**src/rtl/cpu_doorbell.sv**
```systemverilog
module cpu_doorbell #(
  parameter int NBITS = 4,
  parameter int AW    = 12
) (
  input  logic          pclk,
  input  logic          presetn,
  input  logic          psel,
  input  logic          penable,
  input  logic          pwrite,
  input  logic [AW-1:0] paddr,
  input  logic [31:0]   pwdata,
  output logic [31:0]   prdata,
  output logic          pready,
  output logic          pslverr,
  output logic          irq0,
  output logic          irq1
);
  localparam int WA = AW - 2;
  localparam logic [WA-1:0] W_ST0 = WA'(0);
  localparam logic [WA-1:0] W_SET0 = WA'(1);
  localparam logic [WA-1:0] W_CLR0 = WA'(2);
  localparam logic [WA-1:0] W_ST1 = WA'(4);
  localparam logic [WA-1:0] W_SET1 = WA'(5);
  localparam logic [WA-1:0] W_CLR1 = WA'(6);
  localparam logic [WA-1:0] W_ID = WA'((1 << WA) - 12);

  logic [WA-1:0]    widx;
  logic             wr, rd;
  logic [NBITS-1:0] stat0, stat1;
  logic [NBITS-1:0] wbits;
  logic [WA-1:0]    idoff;

  assign widx    = paddr[AW-1:2];
  assign wr      = psel & penable & pwrite;
  assign rd      = psel & ~pwrite;
  assign wbits   = pwdata[NBITS-1:0];
  assign idoff   = widx - W_ID;
  assign pready  = 1'b1;
  assign pslverr = 1'b0;

  function automatic logic [7:0] id_byte(input logic [3:0] k);
    case (k)
      4'd0:    id_byte = 8'h04;
      4'd4:    id_byte = 8'h56;
      4'd5:    id_byte = 8'hB8;
      4'd6:    id_byte = 8'h0B;
      4'd8:    id_byte = 8'h0D;
      4'd9:    id_byte = 8'hF0;
      4'd10:   id_byte = 8'h05;
      4'd11:   id_byte = 8'hB1;
      default: id_byte = 8'h00;
    endcase
  endfunction

  always_ff @(posedge pclk or negedge presetn) begin
    if (!presetn) begin
      stat0 <= '0;
      stat1 <= '0;
    end else if (wr) begin
      if (widx == W_SET0) stat0 <= stat0 | wbits;
      if (widx == W_CLR0) stat0 <= stat0 & ~wbits;
      if (widx == W_SET1) stat1 <= stat1 | wbits;
      if (widx == W_CLR1) stat1 <= stat1 & ~wbits;
    end
  end

  always_ff @(posedge pclk or negedge presetn) begin
    if (!presetn) begin
      irq0 <= 1'b0;
      irq1 <= 1'b0;
    end else begin
      irq0 <= |stat0;
      irq1 <= |stat1;
    end
  end

  always_comb begin
    prdata = '0;
    if (rd) begin
      if (widx == W_ST0)      prdata[NBITS-1:0] = stat0;
      else if (widx == W_ST1) prdata[NBITS-1:0] = stat1;
      else if (widx >= W_ID)  prdata[7:0] = id_byte(idoff[3:0]);
    end
  end

  p_set_nonzero_r2: assert property (@(posedge pclk) disable iff (!presetn)
    (wr && widx == W_SET0 && wbits != '0) |=> (stat0 != '0));

  p_irq_after_set_r4: assert property (@(posedge pclk) disable iff (!presetn)
    (wr && widx == W_SET1 && wbits != '0) |=> ##1 irq1);

  p_full_clear_r3: assert property (@(posedge pclk) disable iff (!presetn)
    (wr && widx == W_CLR0 && (&wbits)) |=> ##1 !irq0);

  p_ro_write_r5: assert property (@(posedge pclk) disable iff (!presetn)
    (wr && (widx == W_ST0 || widx == W_ST1 || widx >= W_ID)) |=> ($stable(stat0) && $stable(stat1)));

  p_wo_read_zero_r5: assert property (@(posedge pclk) disable iff (!presetn)
    (rd && (widx == W_SET0 || widx == W_CLR1)) |-> (prdata == 32'h0));

  p_status_upper_zero_r1: assert property (@(posedge pclk) disable iff (!presetn)
    (rd && widx == W_ST1) |-> (prdata[31:NBITS] == '0));
endmodule

```
**config.mk**
```make
export PLATFORM = sky130hd
export DESIGN_NAME = cpu_doorbell
export DESIGN_NICKNAME = d
export VERILOG_FILES = /design/src/rtl/cpu_doorbell.sv
export SDC_FILE = /design/constraint.sdc
export NUM_CORES = 1
export LEC_CHECK = 0
export BUFFER_PORTS_ARGS = -buffer_cell sky130_fd_sc_hd__buf_2
export CORE_MARGIN = 4
export CORE_UTILIZATION = 43
export CTS_BUF_LIST = sky130_fd_sc_hd__clkbuf_4 sky130_fd_sc_hd__clkbuf_8
export DETAILED_ROUTE_END_ITERATION = 10
export HOLD_SLACK_MARGIN = 0.15
export PLACE_DENSITY = 0.91
export SETUP_SLACK_MARGIN = 0.1
export SLEW_MARGIN = 5
export SYNTH_ARGS = -nofsm -noshare
export SYNTH_HDL_FRONTEND = slang
export SYNTH_SLANG_ARGS = --single-unit
```
**constraint.sdc**
```tcl
create_clock -name pclk -period 4.26 [get_ports pclk]
set_clock_uncertainty 0.1 [all_clocks]
set_input_delay 0.852 -clock pclk [delete_from_list [all_inputs] [get_ports pclk]]
set_output_delay 0.852 -clock pclk [all_outputs]
set_load 0.02 [all_outputs]
```
# After elaboration in Yosys (flattened, before gate mapping)
# Memory sizes are Yosys's and may differ from the RTL's.
# Index checks and enable logic that the tools add are counted.
[op_classes]
add_sub_neg = 1
mul = 0
div = 0
n_lt_le_gt_ge = 1
n_eq_ne = 5
n_shift = 0
n_mux = 10
bitwise_logic = 9
n_reduce_logical = 7
[op_table]
columns = ["operator", "count"]
rows = [
  ["two-way mux 4 bit", 8],
  ["== test 10 x 3 -> 1 bit, second input constant", 3],
  ["two-way mux 8 bit", 2],
  ["== test 10 x 1 -> 1 bit, second input constant", 1],
  ["== test 10 x 2 -> 1 bit, second input constant", 1],
  ["greater-or-equal comparator 10 bit, second input constant", 1],
  ["logical NOT 10 bit", 1],
  ["AND 4 bit", 2],
  ["OR 4 bit", 2],
  ["OR reduction 4 bit", 2],
  ["NOT 4 bit", 1],
  ["AND reduction 2 bit", 2],
  ["nonzero test 2 bit", 2],
  ["subtractor 4 x 3 -> 4 bit, second input constant", 1],
  ["AND 1 bit", 3],
  ["NOT 1 bit", 1],
]
[totals]
register_bits = 10
latchBits = 0
mem_bits_rw = 0
romBits = 128
in_bits = 49
out_inout_bits = 36
word_cells = 38
memories = 1
[mem_list]
columns = ["name", "depth", "width", "rd", "rd_clocked_by_memory_dff", "wr", "line_no", "source"]
rows = [
  ["(name not given)", 16, 8, 1, 0, 0, "42", "case (k)"],
]

# Longest topological paths before layout
# An unclocked memory read counts as a cell.
[logic_depth]
depth_word = 6
mapped_depth = 7
depth_no_buf = 6

# Worst setup path after synthesis
# OpenSTA, ideal clock, no wires.
[synth_timing]
path_type = "input-to-output"
from = "in paddr[3]"
to = "out prdata[7]"
arrival_ns = 2.556
required_ns = 3.308
setup_slack_ns = 0.752
stages = 7
n_path_buf = 1
path_cell_list = "inv_1 ha_1 nand2_1 a211o_1 or2_2 a21oi_1 buf_4"
[synth_via]
elab_chain_len = 6
word_cells_on_any_way = 9
classes_between = "add/sub (1); order compare (1); eq/ne (1); mux (4); reduce/logical (1); memory (1)"
[synth_lines]
columns = ["item", "line_no", "source"]
rows = [
  ["from (decl)", "10", "input logic [AW-1:0] paddr,"],
  ["subtractor 4 x 3 -> 4 bit", "37", "assign idoff = widx - W_ID;"],
  ["memory read (16 x 8 bit)", "--", ""],
  ["two-way mux 8 bit", "82", "else if (widx >= W_ID) prdata[7:0] = id_byte(idoff[3:0]);"],
  ["two-way mux 4 bit", "81", "else if (widx == W_ST1) prdata[NBITS-1:0] = stat1;"],
  ["two-way mux 4 bit (*)", "80", "if (widx == W_ST0) prdata[NBITS-1:0] = stat0;"],
  ["two-way mux 8 bit (*)", "79", "if (rd) begin"],
  ["to (decl)", "12", "output logic [31:0] prdata,"],
]
# Every way passes the cells marked *; elsewhere a longest branch is shown, timed or not.

# Final worst setup path
[layout_timing]
from = "in paddr[4]"
to = "out prdata[1]"
# Same word-level chain as after synthesis.

==> metrics.md <==
| Metric | Value |
|---|---|
| Outcome | `finished, final reports clean` |
| Peak supply drop | `0.140 mV` |
| Chip width | `57.1 um` |
| Total routed wirelength | `1.96 mm` |
| Cell count after synthesis | `121` |
| Number of buffers created by CTS | `3` |
| Cell-by-cell trace of the critical path | `buf_2, inv_1, ha_1, nor2b_1, o21ai_0, o32a_1, nor2_1, buf_2` |
| Sw frac | `0.335` |
| Fin crit share | `0.819` |
| GR Layer Usage met3 | `0.0136` |
| Worst-path cell with the longest stage delay | `ha_1` |
| Worst path arrival time | `2.54 ns` |
| Initial antenna violation count | `0` |
| Maximum clock path buffer count | `2` |
| First-pass iteration count of the detailed router | `4` |
| Average cell area after synthesis | `8.55 um^2` |
| Gr ovfl total | `0` |
| LEAKAGE | `0.571 nW` |
| Buffers and inverters on the worst path | `3` |
| Drt via density | `4.77` |
| Latest clock arrival within the worst-skew pair | `0.26 ns` |
| Critical path capture point type | `primary output` |
| Net count of the finished layout | `207` |
| Starting density of the core | `0.459` |
| CTS-repair resized insts | `0` |
| Total I/O pin count | `85` |
| Placement Setup Slack | `0.772 ns` |
| Fmax | `0.287 GHz` |
| Number of port buffers | `28` |
| Detail Route Antenna Nets | `0` |
| Count of inserted antenna diode cells | `0` |
| Total of flip-flops plus latches after synthesis | `10` |
| Leading cell type in the layout, fill and taps excluded | `buf_2` |
| Cell accounting for the most synthesized area | `dfrtp_1` |
| Int Pwr | `145 uW` |
| Fraction of the yosys area taken by sequential cells | `0.242` |
| Setup repair after global routing missed its margin | `false` |
| Power per cell area | `194 nW/um^2` |
| Comb pwr share | `0.272` |
| Overall via count from detail_route | `845` |
| DRT iter0 DRCs | `10` |
| Relative area change from synthesis to final layout | `8.22%` |
| Total Die Area | `3260 um^2` |
| Combined area of all synthesized cells | `1030 um^2` |
| Register clock-pin slew on the reported worst setup and hold paths | `0.06 ns` |
| Final setup violation count | `0` |
| Count of final max-slew check failures | `0` |
| Portion of total power attributed to sequential cells | `0.444` |
| Setup slack on the worst flop-to-flop path | `3.11 ns` |
| Met1 track demand over resource in global routing | `0.151` |
| Post-detailed-route wirelength per cell | `11.1 um` |
| Number of cell rows | `17` |
| Ys Warns | `0` |
| Most frequent CP cell | `buf_2` |
| Vias in the first global route | `744` |
| Wire length of the first global-routing pass | `3.09 mm` |
| Distinct cells, synth | `27` |
| TNS Setup | `0 ns` |
| Period minus WS final | `3.49 ns` |
| Class of the worst hold path | `in -> async` |
| Share of the synthesized area in the top cell type | `0.242` |
| Clock tree from TritonCTS | `yes` |
| Path depth of the worst reg2reg path | `1` |
| Family with the most delay on the worst path | `simple AND/OR/NAND/NOR gates` |
| Final weighted congestion of routability-driven global placement | `0.828` |
| Worst setup margin | `0.771 ns` |
| Die Ht | `57.1 um` |
| Post-CTS setup buffer count | `0` |
| CP Launch Type | `primary input` |
| Reg-to-reg critical path endpoint | `irq0` |
| Clock tree root driver cell | `clkbuf_4` |
| Clock power frac | `0.284` |
| Global-route usage over all layers | `0.117` |
| Cell types occupying the most area after synthesis | `dfrtp_1 24%, buf_4 20%, mux2_2 8.7%` |
| CP max FO | `7` |
| Hold bufs inserted after CTS | `0` |
| Ratio of cells with drive above 1 in the final layout | `0.295` |
| Biggest cell delay along the critical path | `0.37 ns` |
| DP Wirelength | `1.70 mm` |
| Busiest layer in global routing | `met2` |
| Met2 Usage GRT | `0.184` |
| Floorplan core area | `2250 um^2` |
| Leading cell types in the layout, fill and taps excluded | `28 x buf_2, 26 x conb_1, 12 x nor2_1` |
| Number of remaining DRC errors | `0` |
| Type of the setup path with the least slack | `in -> out` |
| Number of sinks handled by clock tree synthesis | `10` |
| Data required time at the worst endpoint | `3.31 ns` |
| Net Sw Power | `72.8 uW` |
| Maximum number of pins on one net before global-route repair | `11` |
| Pwr Total | `218 uW` |
| Final count of hold timing violations | `0` |
| Number of fill cells | `231` |
| H-tree levels | `1` |
| Max cap viols | `0` |
-- Yosys cell counts --
library cell  number
nand2_1            9
a21oi_1            8
nor3b_1            1
mux2_2             8
a211o_1            1
nand4_1            1
or2_2              1
o22ai_1            1
and3_1             1
inv_1              5
o211ai_1           2
dfrtp_1           10
o32a_1             3
a22oi_1            2
ha_1               7
nor4b_2            1
nor2_1            12
nor4_4             1
nand2b_1           1
nand3_1            3
or4_1              2
nor2b_1            4
conb_1             2
o21ai_0            5
nor3b_2            2
o211a_1            1
buf_4             27
-- how the worst max path moves through the flow --
stage | startpoint | to | slack, ns | cells past startpoint
6_report | paddr[4] | prdata[1] | 0.77 | 8
2_1_floorplan | paddr[3] | prdata[7] | 0.75 | 7
5_1_grt | paddr[4] | prdata[1] | 0.60 | 8
3_5_place_dp | paddr[4] | prdata[0] | 0.77 | 8
4_1_cts | paddr[3] | prdata[0] | 0.78 | 8
3_3_place_gp | paddr[3] | prdata[0] | 0.80 | 8
-- power groups by stage --
| stage | Clock (mW) | Sequential, mW | Combinational, mW |
|---|---|---|---|
| 3_3_place_gp | 0 | 0.0983 | 0.0577 |
| 6_report | 0.0617 | 0.0966 | 0.0593 |
| 3_5_place_dp | 0 | 0.0984 | 0.0587 |
| 5_1_grt | 0.0693 | 0.0967 | 0.0660 |
| 2_1_floorplan | 0 | 0.0990 | 0.0580 |
| 4_1_cts | 0.0665 | 0.0966 | 0.0589 |
-- per-stage QoR --
stage          cells  hold WS (ns)  instance area (um^2)  utilization
6_report         177         0.336                  1120        0.497
5_1_grt          177         0.337                  1120        0.497
3_5_place_dp     174         0.382                  1100        0.487
3_3_place_gp     174         0.372                  1100        0.487
2_1_floorplan    145         0.347                  1120            -
4_1_cts          177         0.329                  1120        0.497
-- area by class of cell --
cell class	count	area, um^2	area share
clock buffers	3	22.5	0.0201
flip-flops and latches	10	250	0.223
repair buffers	28	140	0.125
multi-input cells	103	653	0.583
well taps	28	35.0	0.0313
inverters	5	18.8	0.0168
-- cells by family (layout without fill, tap and decap cells) --
family          Yosys count  count (layout)  synth area share
other cells               2              26           0.00726
compound gates           23              23             0.145
simple gates             39              39             0.220
fa+ha+maj                 7               7            0.0846
flops                    10              10             0.242
mux                       8               8            0.0871
buf+inv                  32              36             0.214
-- per-layer routing --
| layer | part of all wire | vias to the layer above |
|---|---|---|
| met1 | 0.41 | 380 |
| li1 | - | 425 |
| met4 | 0.018 | 0 |
| met5 | 0 | - |
| met3 | 0.10 | 3 |
| met2 | 0.47 | 37 |
(Power assumes the default switching activity.)
